File: src/rtl/pwr_ctl_pkg.sv
package pwr_ctl_pkg;

  typedef enum logic [1:0] {
    PS_OFF   = 2'd0,
    PS_ON    = 2'd1,
    PS_DRAIN = 2'd2,
    PS_QUIET = 2'd3
  } pstate_t;

  // bit0 channel mode, bit1 clock master, bit2 quiet
  typedef struct packed {
    logic quiet;
    logic master;
    logic chan;
  } pcfg_t;

  localparam int unsigned PCFG_W = $bits(pcfg_t);

  function automatic logic is_powered(pstate_t s);
    return (s == PS_ON) || (s == PS_DRAIN);
  endfunction

endpackage

File: src/rtl/pwr_cfg_reg.sv
module pwr_cfg_reg
  import pwr_ctl_pkg::*;
#(
  parameter logic [PCFG_W-1:0] RST_VAL = '0
) (
  input  logic              clk,
  input  logic              rst,
  input  logic              full_rst,
  input  logic              wr,
  input  logic [PCFG_W-1:0] wdata,
  output pcfg_t             cfg,
  output logic              if_en
);

  always_ff @(posedge clk) begin
    if (rst) begin
      cfg   <= pcfg_t'(RST_VAL);
      if_en <= 1'b0;
    end else if (full_rst) begin
      // software full reset keeps the command interface alive
      cfg   <= pcfg_t'(RST_VAL);
    end else if (wr) begin
      cfg   <= pcfg_t'(wdata);
      if_en <= 1'b1;
    end
  end

endmodule

File: src/rtl/pwr_req_decode.sv
module pwr_req_decode #(
  parameter int unsigned CI_W = 4
) (
  input  logic            chan,
  input  logic            master,
  input  logic            if_en,
  input  logic            reg_pup,
  input  logic            reg_pdn,
  input  logic            reg_res,
  input  logic            reg_rst,
  input  logic            ci_valid,
  input  logic [CI_W-1:0] ci_code,
  input  logic            bx_n,
  output logic            wake,
  output logic            abort,
  output logic            pdn_now,
  output logic            pdn_defer,
  output logic            soft_res,
  output logic            full_rst
);

  localparam logic [CI_W-1:0] CODE_UP = '0;
  localparam logic [CI_W-1:0] CODE_DI = '1;

  logic ci_up, ci_di;

  always_comb begin
    ci_up     = ci_valid && (ci_code == CODE_UP);
    ci_di     = ci_valid && (ci_code == CODE_DI);
    wake      = chan ? (master ? !bx_n : ci_up) : (if_en && reg_pup);
    abort     = chan && ci_up;
    pdn_now   = !chan && if_en && reg_pdn;
    pdn_defer = chan && ci_di;
    soft_res  = if_en && reg_res;
    full_rst  = if_en && reg_rst;
  end

endmodule

File: src/rtl/pwr_drain_cnt.sv
module pwr_drain_cnt #(
  parameter int unsigned DI_REPEAT = 2
) (
  input  logic clk,
  input  logic rst,
  input  logic clr,
  input  logic tick,
  output logic done
);

  generate
    if (DI_REPEAT <= 1) begin : g_single
      assign done = 1'b1;
    end else begin : g_count
      localparam int unsigned CW = $clog2(DI_REPEAT);
      localparam logic [CW-1:0] LAST = CW'(DI_REPEAT - 1);
      logic [CW-1:0] cnt;

      always_ff @(posedge clk) begin
        if (rst || clr) begin
          cnt <= '0;
        end else if (tick && (cnt != LAST)) begin
          cnt <= cnt + 1'b1;
        end
      end

      assign done = (cnt == LAST);
    end
  endgenerate

endmodule

File: src/rtl/pwr_fsm.sv
module pwr_fsm
  import pwr_ctl_pkg::*;
(
  input  logic    clk,
  input  logic    rst,
  input  logic    quiet,
  input  logic    master,
  input  logic    wake,
  input  logic    abort,
  input  logic    pdn_now,
  input  logic    pdn_defer,
  input  logic    soft_res,
  input  logic    full_rst,
  input  logic    slot_end,
  input  logic    deact_full,
  input  logic    tone_det,
  input  logic    drain_done,
  output pstate_t st,
  output logic    enter_drain,
  output logic    pwr_on,
  output logic    clk_en,
  output logic    lsd_n,
  output logic    lsd_oe,
  output logic    di_tx,
  output logic    act_rst
);

  pstate_t nxt, off_st;
  logic    nxt_pwr;

  always_comb begin
    off_st = quiet ? PS_QUIET : PS_OFF;
    nxt    = st;
    unique case (st)
      PS_OFF, PS_QUIET: nxt = wake ? PS_ON : off_st;
      PS_ON: begin
        if (pdn_now)        nxt = off_st;
        else if (pdn_defer) nxt = PS_DRAIN;
      end
      PS_DRAIN: begin
        if (pdn_now)                                  nxt = off_st;
        else if (abort)                               nxt = PS_ON;
        else if (slot_end && drain_done && deact_full) nxt = off_st;
      end
    endcase
    if (full_rst) nxt = PS_OFF;
    nxt_pwr     = is_powered(nxt);
    enter_drain = (nxt == PS_DRAIN) && (st != PS_DRAIN);
  end

  always_ff @(posedge clk) begin
    if (rst) begin
      st      <= PS_OFF;
      pwr_on  <= 1'b0;
      clk_en  <= 1'b0;
      lsd_n   <= 1'b1;
      lsd_oe  <= 1'b1;
      di_tx   <= 1'b0;
      act_rst <= 1'b1;
    end else begin
      st      <= nxt;
      pwr_on  <= nxt_pwr;
      clk_en  <= nxt_pwr && master;
      lsd_oe  <= !nxt_pwr;
      lsd_n   <= (nxt == PS_OFF) ? !tone_det : 1'b1;
      di_tx   <= (nxt == PS_DRAIN);
      act_rst <= soft_res || full_rst;
    end
  end

endmodule

File: src/rtl/pwr_ctl_top.sv
module pwr_ctl_top
  import pwr_ctl_pkg::*;
#(
  parameter int unsigned       CI_W      = 4,
  parameter int unsigned       DI_REPEAT = 2,
  parameter logic [PCFG_W-1:0] CFG_RST   = '0
) (
  input  logic              clk,
  input  logic              rst,
  input  logic              cfg_wr,
  input  logic [PCFG_W-1:0] cfg_wdata,
  input  logic              reg_pup,
  input  logic              reg_pdn,
  input  logic              reg_res,
  input  logic              reg_rst,
  input  logic              ci_valid,
  input  logic [CI_W-1:0]   ci_code,
  input  logic              bx_n,
  input  logic              slot_end,
  input  logic              deact_full,
  input  logic              tone_det,
  output logic [1:0]        pwr_state,
  output logic              pwr_on,
  output logic              clk_en,
  output logic              lsd_n,
  output logic              lsd_oe,
  output logic              di_tx,
  output logic              act_rst,
  output logic [PCFG_W-1:0] cfg_q,
  output logic              ctl_if_en
);

  pcfg_t   cfg;
  pstate_t st;
  logic wake, abort, pdn_now, pdn_defer, soft_res, full_rst;
  logic enter_drain, drain_done;

  pwr_cfg_reg #(.RST_VAL(CFG_RST)) u_cfg (
    .clk(clk), .rst(rst), .full_rst(full_rst), .wr(cfg_wr),
    .wdata(cfg_wdata), .cfg(cfg), .if_en(ctl_if_en)
  );

  pwr_req_decode #(.CI_W(CI_W)) u_dec (
    .chan(cfg.chan), .master(cfg.master), .if_en(ctl_if_en),
    .reg_pup(reg_pup), .reg_pdn(reg_pdn), .reg_res(reg_res), .reg_rst(reg_rst),
    .ci_valid(ci_valid), .ci_code(ci_code), .bx_n(bx_n),
    .wake(wake), .abort(abort), .pdn_now(pdn_now), .pdn_defer(pdn_defer),
    .soft_res(soft_res), .full_rst(full_rst)
  );

  pwr_drain_cnt #(.DI_REPEAT(DI_REPEAT)) u_cnt (
    .clk(clk), .rst(rst), .clr(enter_drain || full_rst),
    .tick(slot_end && (st == PS_DRAIN)), .done(drain_done)
  );

  pwr_fsm u_fsm (
    .clk(clk), .rst(rst), .quiet(cfg.quiet), .master(cfg.master),
    .wake(wake), .abort(abort), .pdn_now(pdn_now), .pdn_defer(pdn_defer),
    .soft_res(soft_res), .full_rst(full_rst), .slot_end(slot_end),
    .deact_full(deact_full), .tone_det(tone_det), .drain_done(drain_done),
    .st(st), .enter_drain(enter_drain), .pwr_on(pwr_on), .clk_en(clk_en),
    .lsd_n(lsd_n), .lsd_oe(lsd_oe), .di_tx(di_tx), .act_rst(act_rst)
  );

  assign pwr_state = st;
  assign cfg_q     = cfg;

endmodule

File: config.mk
export PLATFORM = sky130hd
export DESIGN_NAME = pwr_ctl_top
export DESIGN_NICKNAME = d
export VERILOG_FILES = /design/src/rtl/pwr_ctl_pkg.sv /design/src/rtl/pwr_cfg_reg.sv /design/src/rtl/pwr_req_decode.sv /design/src/rtl/pwr_drain_cnt.sv /design/src/rtl/pwr_fsm.sv /design/src/rtl/pwr_ctl_top.sv
export SDC_FILE = /design/constraint.sdc
export NUM_CORES = 1
export LEC_CHECK = 0
export ABC_AREA = 0
export BUFFER_PORTS_ARGS = -buffer_cell sky130_fd_sc_hd__buf_4
export CAP_MARGIN = 30
export CORE_MARGIN = 2
export CORE_UTILIZATION = 43
export DETAILED_ROUTE_END_ITERATION = 10
export GPL_TIMING_DRIVEN = 0
export HOLD_SLACK_MARGIN = 0.03
export PLACE_DENSITY = 0.73
export SYNTH_ARGS = -nofsm -noshare
export SYNTH_HDL_FRONTEND = slang
export SYNTH_HIERARCHICAL = 1
export SYNTH_SLANG_ARGS = --single-unit
File: constraint.sdc
create_clock -name clk -period 4 [get_ports clk]
set_clock_uncertainty 0.15 [all_clocks]
set_input_delay 0.4 -clock clk [delete_from_list [all_inputs] [get_ports clk]]
set_output_delay 0.4 -clock clk [all_outputs]
set_load 0.1 [all_outputs]
==> impl_results.md, run 1 <==
- Leak: 0.454 nW
- Row count: 14
- Synth top area cells: dfxtp_1 37%, ha_1 7.1%, mux2i_1 4.3%
- Layout cell share with drive strength beyond 1: 32.1%
- Area grow syn2layout: 38.7%
- Top post-synthesis cells by count: 13 x dfxtp_1, 6 x inv_1
- Netlist Area Pre-Place: 702 um^2
- DR iter-0 viols: 7
- Worst EP arrival: 2.60 ns
- Fin crit share: 63.4%
- Cell taking the most area after synthesis: dfxtp_1
- Cts hold-fix bufs: 0
- Final worst setup slack: 1.46 ns
- Clock transition at the registers of the reported paths: 0.08 ns
- Final wirelength: 1550 um
- R2R Setup Slk: 1.50 ns
- Filler cells: 141
- Hold Vio Cnt, Final: 0
- Die H: 44.4 um
- WHS Path Cells: 2
- Max rail drop VDD: 212 uV
- Max Freq: 0.394 GHz
- Clock period minus worst slack: 2.54 ns
- Initial core utilization: 46.1%
- TNS Setup: 0 ns
- Synth Instances: 78
- Post-DRT Antenna Nets: 0
- Complex-gate fraction of the synthesized area: 11.6%
- Final Net Count: 136
- Power Density: 350 nW/um^2
- Ports: 31
- RSZ-0062 raised after global routing: false
- Post-CTS resize count: 0
- Startpoint Class: input port
- Count leader, synth: dfxtp_1
- Simple-Gate Fraction of Synth Area: 36.7%
- Top-area cell type share of the netlist area: 37.1%
- Max clock buf depth: 2
- Critical R2R Capture: u_cnt/done
- Largest net degree at the start of global routing: 12
- Multi-input logic area: 419 um^2
- Antenna cell count: 0
- WP buf/inv: 1
- CTS Buf Count: 3
- Max-Cap Viols: 0
- Clock sink count: 13
- CP most frequent cell: nor2b_1
- Hold Slack: 0.159 ns
- Family with the most delay on the worst path: simple AND/OR/NAND/NOR gates
- Hpwl dp: 1210 um
- Buffers on Ports: 30
- Worst path slowest cell: nor4_1
- Sequential element share of the synthesized area: 37.1%
- Core box area: 1520 um^2
- Clk Latency, worst-skew pair: 0.27 ns
- RR Startpoint: u_cfg/if_en
- Die width: 44.4 um
- Root Buffer: clkbuf_4
- Antenna violations before repair: 0
- Total grt overflow: 0
- Critical Path Fanout Max: 3
- Combinational family with the most area after synthesis: simple AND/OR/NAND/NOR gates
- Postcts setup bufs: 0
- Worst hold-check path type: input port to flop
- CTS H-tree depth: 1
- Vias/cell: 5.36
- Syn avg cell area: 9.00 um^2
- Max stage delay on crit path: 0.27 ns
- Placer Congestion: 0.708
- Rel. slew slack: 66.0%
- Element type at the critical path end: flop
- Syn nets: 101
- GRT Overall Usage: 19.1%
- Register area: 260 um^2
- Asr flop ratio synth: 0%
- Hold path start: tone_det
- Yosys reg bits: 13
- Post-synth EDFFs: 0
- R2R depth: 10
- Setup CP Type: input port to flop
- Worst-margin pin slew: 0.497 ns
- Final Max Tran Viols: 0
- Final setup viols: 0
- Total die area: 1970 um^2
- Critical Path RT: 4.06 ns
- Via count: 686
- CP cell instances: buf_4 > nor4_1 > nand3_1 > o221ai_2 > and2b_1 > o2111ai_1 > o211ai_1 > nor2b_1 > ha_1 > nor2b_1 > or2_1 > nor3_2
- Ys flop type: dfxtp_1
- Vias in the first global route: 652
- Mux contribution to synthesized area: 4.28%
- CTS tree: built
- WHS Endpoint: u_fsm/lsd_n
- Wirelength per Cell: 12.1 um
- Outcome: complete, no violations
- Synth cell types: 31
- Post-Synth Adder-Cell Area: 7.13%
- Initial DRT Pass Iterations: 4
- Pre-CTS setup slack: 1.17 ns
- Xor/xnor cell area share of the yosys netlist: 0%
- First-pass GRT wire length: 2730 um
- Yosys warning total: 6
- DRC: 0
-- metrics by stage --
step	instances	total power [mW]	util (%)	area, um^2
finish	128	0.341	63.9	973
global route	128	0.360	63.9	973
CTS	128	0.345	63.9	973
detailed placement	124	0.264	62.2	947
global placement	124	0.262	62.2	947
floorplan	78	0.229	-	702
-- logic make-up after synthesis --
group / count (synthesis)
multiplexers: 3
buffers and inverters: 6
flip-flops: 13
AO/OA/AOI/OAI: 11
AND/OR/NAND/NOR: 41
adder cells (fa/ha/maj): 4
-- where the power goes --
group | switching (mW) | internal, mW
Clock | 0.0422 | 0.0387
Combinational | 0.0806 | 0.0354
Sequential | 0.00689 | 0.137
Total | 0.130 | 0.212
-- placed cells by master (no fill, tap or decap), drive strengths merged, types with 3 or more instances in the layout --
| cell type | Yosys | final |
|---|---|---|
| buf | 0 | 30 |
| dfxtp | 13 | 13 |
| inv | 6 | 6 |
| nand2b | 4 | 4 |
| o21ai | 4 | 4 |
| nor3b | 4 | 4 |
| nor2b | 4 | 4 |
| ha | 4 | 4 |
| clkbuf | 0 | 4 |
| nor3 | 4 | 4 |
| and2 | 4 | 4 |
| mux2i | 3 | 3 |
| nor2 | 3 | 3 |
| nand2 | 3 | 3 |
| nand3 | 3 | 3 |
-- worst max-delay path by stage --
| stage | endpoint | depth (start not counted) | startpoint |
|---|---|---|---|
| finish | u_cnt/done | 12 | ci_code[0] |
| global placement | u_cnt/done | 12 | ci_code[0] |
| floorplan | u_cnt/done | 10 | u_cfg/cfg[0] |
| global route | u_cnt/done | 12 | ci_code[0] |
| CTS | u_cnt/done | 12 | ci_code[0] |
| detailed placement | u_cnt/done | 12 | ci_code[0] |
-- sequential cells by signal, indices dropped and copies added (netlist names) --
signal and count:
u_fsm/clk_en 1, u_fsm/di_tx 1, u_cnt/done 1, u_fsm/lsd_oe 1, u_fsm/pwr_on 1, u_cfg/if_en 1, u_cfg/cfg 3, u_fsm/act_rst 1
u_fsm/st 2, u_fsm/lsd_n 1
-- worst reg2reg max path, cell delays in order, from the launching register on --
cell	delay (ns)
dfxtp_1	0.43
nand2_1	0.07
nor2_1	0.29
or2b_1	0.28
a32oi_1	0.20
o211ai_1	0.16
nor2b_1	0.17
ha_1	0.20
nor2b_1	0.12
or2_1	0.21
nor3_2	0.16
-- final cells by class --
type	count	share of cell area, %
Multi-Input combinational cell	59	43.1
Sequential cell	13	26.7
Timing Repair Buffer	30	23.1
Clock buffer	4	2.70
Inverter	6	2.31
Tap cell	16	2.06
-- layer usage --
layer  vias to the layer above  GRT usage [%]  part of all wire (%)
li1                        347              -                     -
met1                       309           22.8                    46
met2                        25           31.8                    46
met3                         5           7.35                   7.2
met4                         0           5.45                  0.97
met5                         -              0                     0
No activity file was read; power rests on OpenSTA's default activity.
==> run 2: changes to the inputs <==
ABC_AREA = 1   (was 0)
PLACE_DENSITY = 0.72   (was 0.73)
clock period = 2.46 ns   (was 4 ns; I/O delays follow)
==> run 2 against run 1 <==
  * Power grew to 3.1 times the previous value
  * Die area increased by 6.5%
  * First-iteration DRC count decreased by 14%
  * Clock power is 58% higher
  * Hold slack worse by 0.10 ns
  * Sequential power up 98%
==> impl_results.md, run 2 <==
- Outcome: complete, no violations
- Top-area cell type share of the netlist area: 34.6%
- WP buf/inv: 4
- First-pass GRT wire length: 2450 um
- Top post-synthesis cells by count: 27 x nand2_1, 20 x nor2_1, 18 x inv_1, 13 x dfxtp_1, 8 x nand3_1
- Layout cell share with drive strength beyond 1: 33.3%
- Buffers on Ports: 30
- Final worst setup slack: 0.479 ns
- Die H: 45.8 um
- Leak: 0.561 nW
- Startpoint Class: flop
- Power Density: 1010 nW/um^2
- Clk pwr share: 12.1%
- Yosys warning total: 6
- Total grt overflow: 0
- Max FFs per register: 3
- Clk Latency, worst-skew pair: 0.27 ns
- CTS tree: built
- Max stage delay on crit path: 0.34 ns
- TNS Setup: 0 ns
- Via count: 729
- Initial core utilization: 44.5%
- Asr flop ratio synth: 0%
- Register area: 265 um^2
- Commonest non-fill, non-tap cell in the layout: buf_4
- Ports: 31
- Clock transition at the registers of the reported paths: 0.07 ns
- Synth Instances: 109
- Final Net Count: 168
- Syn nets: 132
- Clock period minus worst slack: 1.98 ns
- Cell taking the most area after synthesis: dfxtp_1
- Final setup viols: 0
- Post-CTS resize count: 0
- Antenna violations before repair: 0
- Total die area: 2100 um^2
- Yosys reg bits: 13
- Vias/cell: 4.53
- Critical Path Fanout Max: 4
- Filler cells: 163
- Critical path depth in cells: 14
- RSZ-0062 raised after global routing: false
- Final wirelength: 1480 um
- Antenna cell count: 0
- Max clock buf depth: 2
- DR iter-0 viols: 6
- Hpwl dp: 1190 um
- Netlist Area Pre-Place: 752 um^2
- Largest net degree at the start of global routing: 10
- Root Buffer: clkbuf_4
- Largest registers: u_cfg/cfg: 3 flops, u_fsm/st: 2 flops
- Fin util: 61.6%
- WHS Path Cells: 2
- Placer Congestion: 0.832
- Hold Vio Cnt, Final: 0
- Ys flop type: dfxtp_1
- Most flop-heavy register: u_cfg/cfg
- DRC: 0
- CP cell instances: inv_1 > and3_1 > inv_2 > o21ai_1 > nand3_1 > nand3_1 > nand2_1 > ha_1 > inv_1 > nor2_1 > or2_1 > inv_2 > nand2_1 > nor2_1
- CTS Buf Count: 3
- Non-filler cells in the finished layout: 161
- Pre-CTS setup slack: 0.425 ns
- Worst EP arrival: 2.05 ns
- Sequential element share of the synthesized area: 34.6%
- Element type at the critical path end: flop
- Syn avg cell area: 6.90 um^2
- Placed insts: 156
- Fin crit share: 80.5%
- Seq pwr share: 27.1%
- Final Max Tran Viols: 0
- Max-Cap Viols: 0
- Synth top area cells: dfxtp_1 35%, nand2_1 13%, nor2_1 10%
- Synth cell types: 18
- Max rail drop VDD: 669 uV
- Wirelength per Cell: 9.19 um
- Vias in the first global route: 615
- Critical Path RT: 2.53 ns
- Multi-input logic area: 395 um^2
- NetSw: 0.556 mW
- Core box area: 1690 um^2
- Clock sink count: 13
- Rel. slew slack: 81.5%
- Sw Ratio: 52.8%
- Initial DRT Pass Iterations: 4
- Max Freq: 0.505 GHz
- GRT Overall Usage: 16.3%
- Count leader, synth: nand2_1
- Post-DRT Antenna Nets: 0
- Setup CP Type: flop to flop
- Row count: 15
- Post-synth EDFFs: 0
- Worst-margin pin slew: 0.280 ns
- Most frequent cells in the layout: 30 x buf_4, 27 x nand2_1, 20 x nor2_1
- Family with the most delay on the worst path: simple AND/OR/NAND/NOR gates
- Int Power: 0.496 mW
- Area grow syn2layout: 38.3%
- CTS H-tree depth: 1
- Die width: 45.8 um
- R2R depth: 14
- Worst hold-check path type: input port to flop
- Worst path slowest cell: dfxtp_2
- Combinational share of power: 60.8%
## run 2: cell types whose count changed after synthesis, moves of 4 or more
cell / delta
nor2b_1: -4
nor2_1: +17
nand2b_1: -4
nor3b_1: -4
nand2_1: +24
nand3_1: +5
inv_1: +12
o21ai_0: -4
## run 2: cells by family (layout without fill, tap and decap cells)
group | after synthesis | after routing | share of synthesized area (%)
buf+inv | 22 | 57 | 12.8
flops | 13 | 13 | 34.6
fa+ha+maj | 4 | 4 | 6.66
compound gates | 4 | 4 | 4.33
simple gates | 66 | 66 | 41.6
## run 2: metal layers
| layer | up-vias | track usage, % | share of wire (%) |
|---|---|---|---|
| li1 | 403 | - | - |
| met1 | 305 | 19.6 | 44 |
| met2 | 19 | 26.8 | 49 |
| met3 | 2 | 7.14 | 6.1 |
| met4 | 0 | 3.43 | 0.41 |
| met5 | - | 0 | 0 |
## run 2: power groups by stage
stage / sequential (mW) / clock, mW / combinational [mW]
2_1_floorplan: 0.571 / 0 / 0.234
3_3_place_gp: 0.289 / 0 / 0.635
3_5_place_dp: 0.290 / 0 / 0.639
4_1_cts: 0.285 / 0.135 / 0.641
5_1_grt: 0.291 / 0.150 / 0.695
6_report: 0.285 / 0.128 / 0.640
## run 2: layout make-up
class	count	area share, %
Multi-Input combinational cell	74	38.0
Inverter	22	9.27
Sequential cell	13	25.5
Timing Repair Buffer	31	22.6
Clock buffer	4	2.53
Tap cell	17	2.05
## run 2: worst reg2reg max path: stages, from the launching register on
cell and delay, ns:
dfxtp_2 0.34, inv_1 0.10, and3_1 0.27, inv_2 0.07, o21ai_1 0.08, nand3_1 0.08
nand3_1 0.08, nand2_1 0.09, ha_1 0.21, inv_1 0.06, nor2_1 0.03, or2_1 0.21
inv_2 0.04, nand2_1 0.04, nor2_1 0.06
## run 2: final timing paths
path | startpoint | end | slack (ns)
min reg2reg | u_cfg/if_en | u_cfg/if_en | 0.35
min | rst | u_fsm/st[1] | 0.06
max reg2reg | u_cfg/cfg[0] | u_cnt/done | 0.48
max | u_cfg/cfg[0] | u_cnt/done | 0.48
## run 2: stage by stage
stage	power, mW	hold slack (ns)	area, um^2
after floorplan	0.805	0.154	757
after global placement	0.925	0.295	1000
after detailed placement	0.929	0.295	1000
after CTS	1.06	0.0525	1040
after global routing	1.14	0.0410	1040
final	1.05	0.0588	1040
## run 2: what timing repair did
item | CTS | global route
setup buffers | 0 | 0
endpoints found under the hold margin | 1 | 0
hold buffers | 1 | 0
